`config.mk`:
```
export PLATFORM = sky130hd
export DESIGN_NAME = alu_two_level
export DESIGN_NICKNAME = d
export VERILOG_FILES = /design/src/rtl/alu_ctrl_pkg.sv /design/src/rtl/alu_op_decoder.sv /design/src/rtl/alu_adder.sv /design/src/rtl/alu_logic_unit.sv /design/src/rtl/alu_two_level.sv
export SDC_FILE = /design/constraint.sdc
export NUM_CORES = 1
export LEC_CHECK = 0
export ABC_CLOCK_PERIOD_IN_PS = 5900
export BUFFER_PORTS_ARGS = -buffer_cell sky130_fd_sc_hd__buf_4
export CAP_MARGIN = 20
export CORE_ASPECT_RATIO = 1.5
export CORE_MARGIN = 10
export CORE_UTILIZATION = 35
export DETAILED_ROUTE_END_ITERATION = 16
export PLACE_DENSITY = 0.61
export SYNTH_ARGS = -nofsm -noshare
export SYNTH_HDL_FRONTEND = slang
export SYNTH_HIERARCHICAL = 1
export SYNTH_SLANG_ARGS = --single-unit
```
`constraint.sdc`:
```
create_clock -name vclk -period 5.9
set_clock_uncertainty 0.1 [all_clocks]
set_input_delay 0.295 -clock vclk [all_inputs]
set_output_delay 0.295 -clock vclk [all_outputs]
set_load 0.01 [all_outputs]
```
`src/rtl/alu_ctrl_pkg.sv`:
```
package alu_ctrl_pkg;
  localparam int unsigned OP_W    = 3;
  localparam int unsigned CLASS_W = 2;
  localparam int unsigned FUNCT_W = 6;

  typedef enum logic [OP_W-1:0] {
    OP_AND = 3'b000,
    OP_OR  = 3'b001,
    OP_ADD = 3'b010,
    OP_SUB = 3'b110,
    OP_SLT = 3'b111
  } alu_op_e;

  typedef enum logic [CLASS_W-1:0] {
    CLS_MEM    = 2'b00,
    CLS_BRANCH = 2'b01,
    CLS_ARITH  = 2'b10,
    CLS_RSVD   = 2'b11
  } op_class_e;

  localparam logic [FUNCT_W-1:0] FN_ADD = 6'b100000;
  localparam logic [FUNCT_W-1:0] FN_SUB = 6'b100010;
  localparam logic [FUNCT_W-1:0] FN_AND = 6'b100100;
  localparam logic [FUNCT_W-1:0] FN_OR  = 6'b100101;
  localparam logic [FUNCT_W-1:0] FN_SLT = 6'b101010;

  // bit 2 of the op code drives B inversion and carry-in
  localparam int unsigned OP_BINV_BIT = 2;
endpackage

```
`src/rtl/alu_op_decoder.sv`:
```
module alu_op_decoder
  import alu_ctrl_pkg::*;
(
  input  logic [CLASS_W-1:0] op_class_i,
  input  logic [FUNCT_W-1:0] funct_i,
  output alu_op_e            alu_op_o
);
  alu_op_e funct_op;

  always_comb begin
    unique case (funct_i)
      FN_ADD:  funct_op = OP_ADD;
      FN_SUB:  funct_op = OP_SUB;
      FN_AND:  funct_op = OP_AND;
      FN_OR:   funct_op = OP_OR;
      FN_SLT:  funct_op = OP_SLT;
      default: funct_op = OP_ADD;
    endcase
  end

  always_comb begin
    unique case (op_class_e'(op_class_i))
      CLS_MEM:    alu_op_o = OP_ADD;
      CLS_BRANCH: alu_op_o = OP_SUB;
      CLS_ARITH:  alu_op_o = funct_op;
      default:    alu_op_o = OP_ADD;
    endcase
  end

  always_comb begin
    AST_LEGAL_OP: assert (alu_op_o inside {OP_AND, OP_OR, OP_ADD, OP_SUB, OP_SLT});
    AST_MEM_ADD: assert (op_class_i != CLS_MEM || alu_op_o == OP_ADD);
    AST_BRANCH_SUB: assert (op_class_i != CLS_BRANCH || alu_op_o == OP_SUB);
  end
endmodule

```
`src/rtl/alu_adder.sv`:
```
module alu_adder #(
  parameter int unsigned DATA_W = 32
) (
  input  logic [DATA_W-1:0] a_i,
  input  logic [DATA_W-1:0] b_i,
  input  logic              b_inv_i,
  output logic [DATA_W-1:0] sum_o,
  output logic              less_o
);
  localparam int unsigned MSB = DATA_W - 1;

  logic [DATA_W-1:0] b_eff;
  logic [DATA_W:0]   raw;
  logic              ovf;

  assign b_eff = b_inv_i ? ~b_i : b_i;
  assign raw   = {1'b0, a_i} + {1'b0, b_eff} + {{DATA_W{1'b0}}, b_inv_i};
  assign sum_o = raw[MSB:0];
  // signed overflow: equal input signs, differing result sign
  assign ovf    = (a_i[MSB] == b_eff[MSB]) && (sum_o[MSB] != a_i[MSB]);
  assign less_o = sum_o[MSB] ^ ovf;

  always_comb begin
    AST_ADD_IDENTITY: assert (b_inv_i || b_i != '0 || sum_o == a_i);
    AST_SUB_SELF_ZERO: assert (!b_inv_i || a_i != b_i || sum_o == '0);
  end
endmodule

```
`src/rtl/alu_logic_unit.sv`:
```
module alu_logic_unit #(
  parameter int unsigned DATA_W = 32
) (
  input  logic [DATA_W-1:0] a_i,
  input  logic [DATA_W-1:0] b_i,
  output logic [DATA_W-1:0] and_o,
  output logic [DATA_W-1:0] or_o
);
  for (genvar i = 0; i < DATA_W; i++) begin : g_bit
    assign and_o[i] = a_i[i] & b_i[i];
    assign or_o[i]  = a_i[i] | b_i[i];
  end
endmodule

```
`src/rtl/alu_two_level.sv`:
```
module alu_two_level
  import alu_ctrl_pkg::*;
#(
  parameter int unsigned DATA_W = 32
) (
  input  logic [1:0]        op_class_i,
  input  logic [5:0]        funct_i,
  input  logic [DATA_W-1:0] a_i,
  input  logic [DATA_W-1:0] b_i,
  output logic [2:0]        alu_op_o,
  output logic [DATA_W-1:0] result_o,
  output logic              zero_o
);
  alu_op_e           op;
  logic [DATA_W-1:0] sum, and_v, or_v;
  logic              less;

  alu_op_decoder u_dec (
    .op_class_i (op_class_i),
    .funct_i    (funct_i),
    .alu_op_o   (op)
  );

  alu_adder #(.DATA_W(DATA_W)) u_add (
    .a_i     (a_i),
    .b_i     (b_i),
    .b_inv_i (op[OP_BINV_BIT]),
    .sum_o   (sum),
    .less_o  (less)
  );

  alu_logic_unit #(.DATA_W(DATA_W)) u_logic (
    .a_i   (a_i),
    .b_i   (b_i),
    .and_o (and_v),
    .or_o  (or_v)
  );

  always_comb begin
    unique case (op)
      OP_AND:  result_o = and_v;
      OP_OR:   result_o = or_v;
      OP_SLT:  result_o = {{(DATA_W-1){1'b0}}, less};
      default: result_o = sum;
    endcase
  end

  assign zero_o   = ~|result_o;
  assign alu_op_o = op;

  always_comb begin
    AST_SLT_BINARY: assert (op != OP_SLT || result_o[DATA_W-1:1] == '0);
    AST_SUB_EQ_ZERO: assert (op != OP_SUB || zero_o == (a_i == b_i));
    AST_ZERO_ON_EQ_BRANCH: assert (op_class_i != CLS_BRANCH || a_i != b_i || zero_o);
  end
endmodule

```
==> results.ini <==
[place]
hpwl_mm = 11.1
io_buffers = 108
place_congestion = 0.918

[synth]
synth_area_leader_cell = ha_1
syn_nets = 663
syn_area_um2 = 3940
synth_top_cell_area_share = 0.111
synth_area_per_cell_um2 = 7.11
yosys_warnings = 6
netlist_top_cells_count = nand2_1, xor2_1, nor2_1
synthTopCellsByArea = ha_1, xor2_1, and2_2
ys_seq_area_frac = 0
synth_most_common_cell = nand2_1
synth.distinct_cells = 60
syn_inst = 555

[finish]
layout-drive-gt1-share = 0.277
nNetsFinal = 753
seq_cell_count = 0
num_antenna_cells = 0
n_clock_buffer = 0
syn_to_final_growth_pct = 24.6
seqCellArea_um2 = 0
fin_util = 0.445

[route]
vias_per_cell = 5.45
postRouteAntennaNets = 0
firstDrtPassIters = 4
first_iter_violations = 241
wl_mm = 13.1
drt-wirelength-per-cell_um = 16.6
via_count = 4309
drc = 0

[clock_network]
ctsHoldBuffers = 0
cts.repair.resized = 0

[floorplan]
die_x_um = 107
fp.dieArea_um2 = 16000
io_pins = 108
core_um2 = 11100
num_rows = 47
initial_core_util = 0.357
die_height_um = 150

[power_and_ir_drop]
ir_drop_v = 0.0000706
power_density_nw_per_um2 = 165
internal-power_uw = 386
p_leak_nw = 2.20
combinationalPowerShare = 1.000
swShare = 0.524
pwr-share-clk = 0
power_switching_uw = 425
power_frac_seq = 0

[grt]
grt_max_degree = 49
grt_use_total = 0.155
grt_pass1_wl_mm = 21.1
grt_pass1_vias = 4342
grt_overflow = 0
antenna_found_initial = 0

[sta]
holdWs_ps = 971
slew_headroom = 0.358
fin_crit_ps = 5550
tightest_slew_ps = 962
hold_viol = 0
fin_crit_sh = 0.941
max_freq_mhz = 180
setup_violations = 0
finalMaxSlewViolations = 0

[setup_path]
path_cells = buf_4 -> inv_1 -> ha_1 -> nand4bb_1 -> o22ai_4 -> xor2_1 -> inv_1 -> fa_1 -> and2b_2 -> o2111ai_2 -> a21oi_2 -> o311a_2 -> a41oi_4 -> or4b_1 -> nand4_1 -> a21bo_1 -> a221oi_1 -> nor4_1 -> nand3_1 -> nor4_2 -> buf_4
max_stage_delay_ps = 530
crit_start = op_class_i[0]
cp.arrival_ps = 5160
critical_path_peak_fanout = 8
criticalPathCategory = in -> out
cp-end-kind = output port
crit_slowest_cell = or4b_1
cp-start-kind = input port
crit_buf_inv = 4
crit_family = compound AO/OA/AOI/OAI gates
worstPathRequired_ps = 5510

[min_path]
min_from = a_i[2]
min_path_type = in -> out

[run_status]
status = completed

[flow_run]
cap_violations = 0

==> per-stage QoR <==
stage	setup WS, ps	cells	area [um2]	power [mW]	TNS, ps
final	347	790	4910	0.811	0
after floorplan	589	555	3940	0.532	0
after global routing	-16.6	790	4910	0.897	-16.6
after CTS	281	786	4880	0.811	0
after global placement	382	786	4880	0.801	0
after detailed placement	319	786	4880	0.807	0
==> worst paths after layout <==
path,to,slack [ps],cells after the start
worst max-delay path,zero_o,350,21
worst min-delay path,result_o[2],970,5
==> placed cells by master (no fill, tap or decap), types with 4 or more instances in the layout <==
| cell | instances |
|---|---|
| buf_4 | 118 |
| nand2_1 | 45 |
| xor2_1 | 41 |
| nor2_1 | 38 |
| ha_1 | 35 |
| or2_1 | 33 |
| nor2b_1 | 33 |
| a21oi_1 | 32 |
| and2_2 | 32 |
| o21ai_0 | 21 |
| xnor2_1 | 21 |
| o21bai_1 | 20 |
| a211oi_1 | 17 |
| mux2i_1 | 16 |
| a221oi_1 | 16 |
| a21bo_1 | 11 |
| inv_1 | 10 |
| a21o_1 | 9 |
| nand3_1 | 8 |
| o22ai_1 | 8 |
| nor3_1 | 7 |
| a211oi_2 | 6 |
| a31oi_1 | 5 |
| a21bo_2 | 4 |
| nor4_1 | 4 |
| o31ai_1 | 4 |
| o21a_1 | 4 |
==> cell type report <==
cell class         instances  area (um2)
fillers                 1172        6140
inverters                 10        37.5
multi-input cells        514        3790
well taps                147         184
repair buffers           119         906
==> power by group through the flow <==
stage	combinational (mW)	sequential [mW]	clock [mW]
floorplan	0.532	0	0
global placement	0.801	0	0
detailed placement	0.807	0	0
CTS	0.811	0	0
global route	0.897	0	0
finish	0.811	0	0
==> repair_timing <==
item                                    in CTS  in global routing
endpoints found under the setup margin       0                  1
buffers inserted                             0                  4
hold endpoints to repair                     0                  0
==> cells by family after synthesis <==
kind of cell,share of synthesized area
adder cells (fa/ha/maj),0.119
buffers and inverters,0.0470
multiplexers,0.0498
AO/OA/AOI/OAI,0.334
XOR/XNOR,0.138
AND/OR/NAND/NOR,0.313
==> metal layers <==
layer | track usage | wire, um | vias to the layer above
met5 | 0 | 0 | -
met4 | 0.0326 | 264 | 0
met3 | 0.0250 | 832 | 15
met2 | 0.291 | 6710 | 119
met1 | 0.178 | 5340 | 1989
li1 | - | - | 2186
Power figures use the tool's default switching activity.
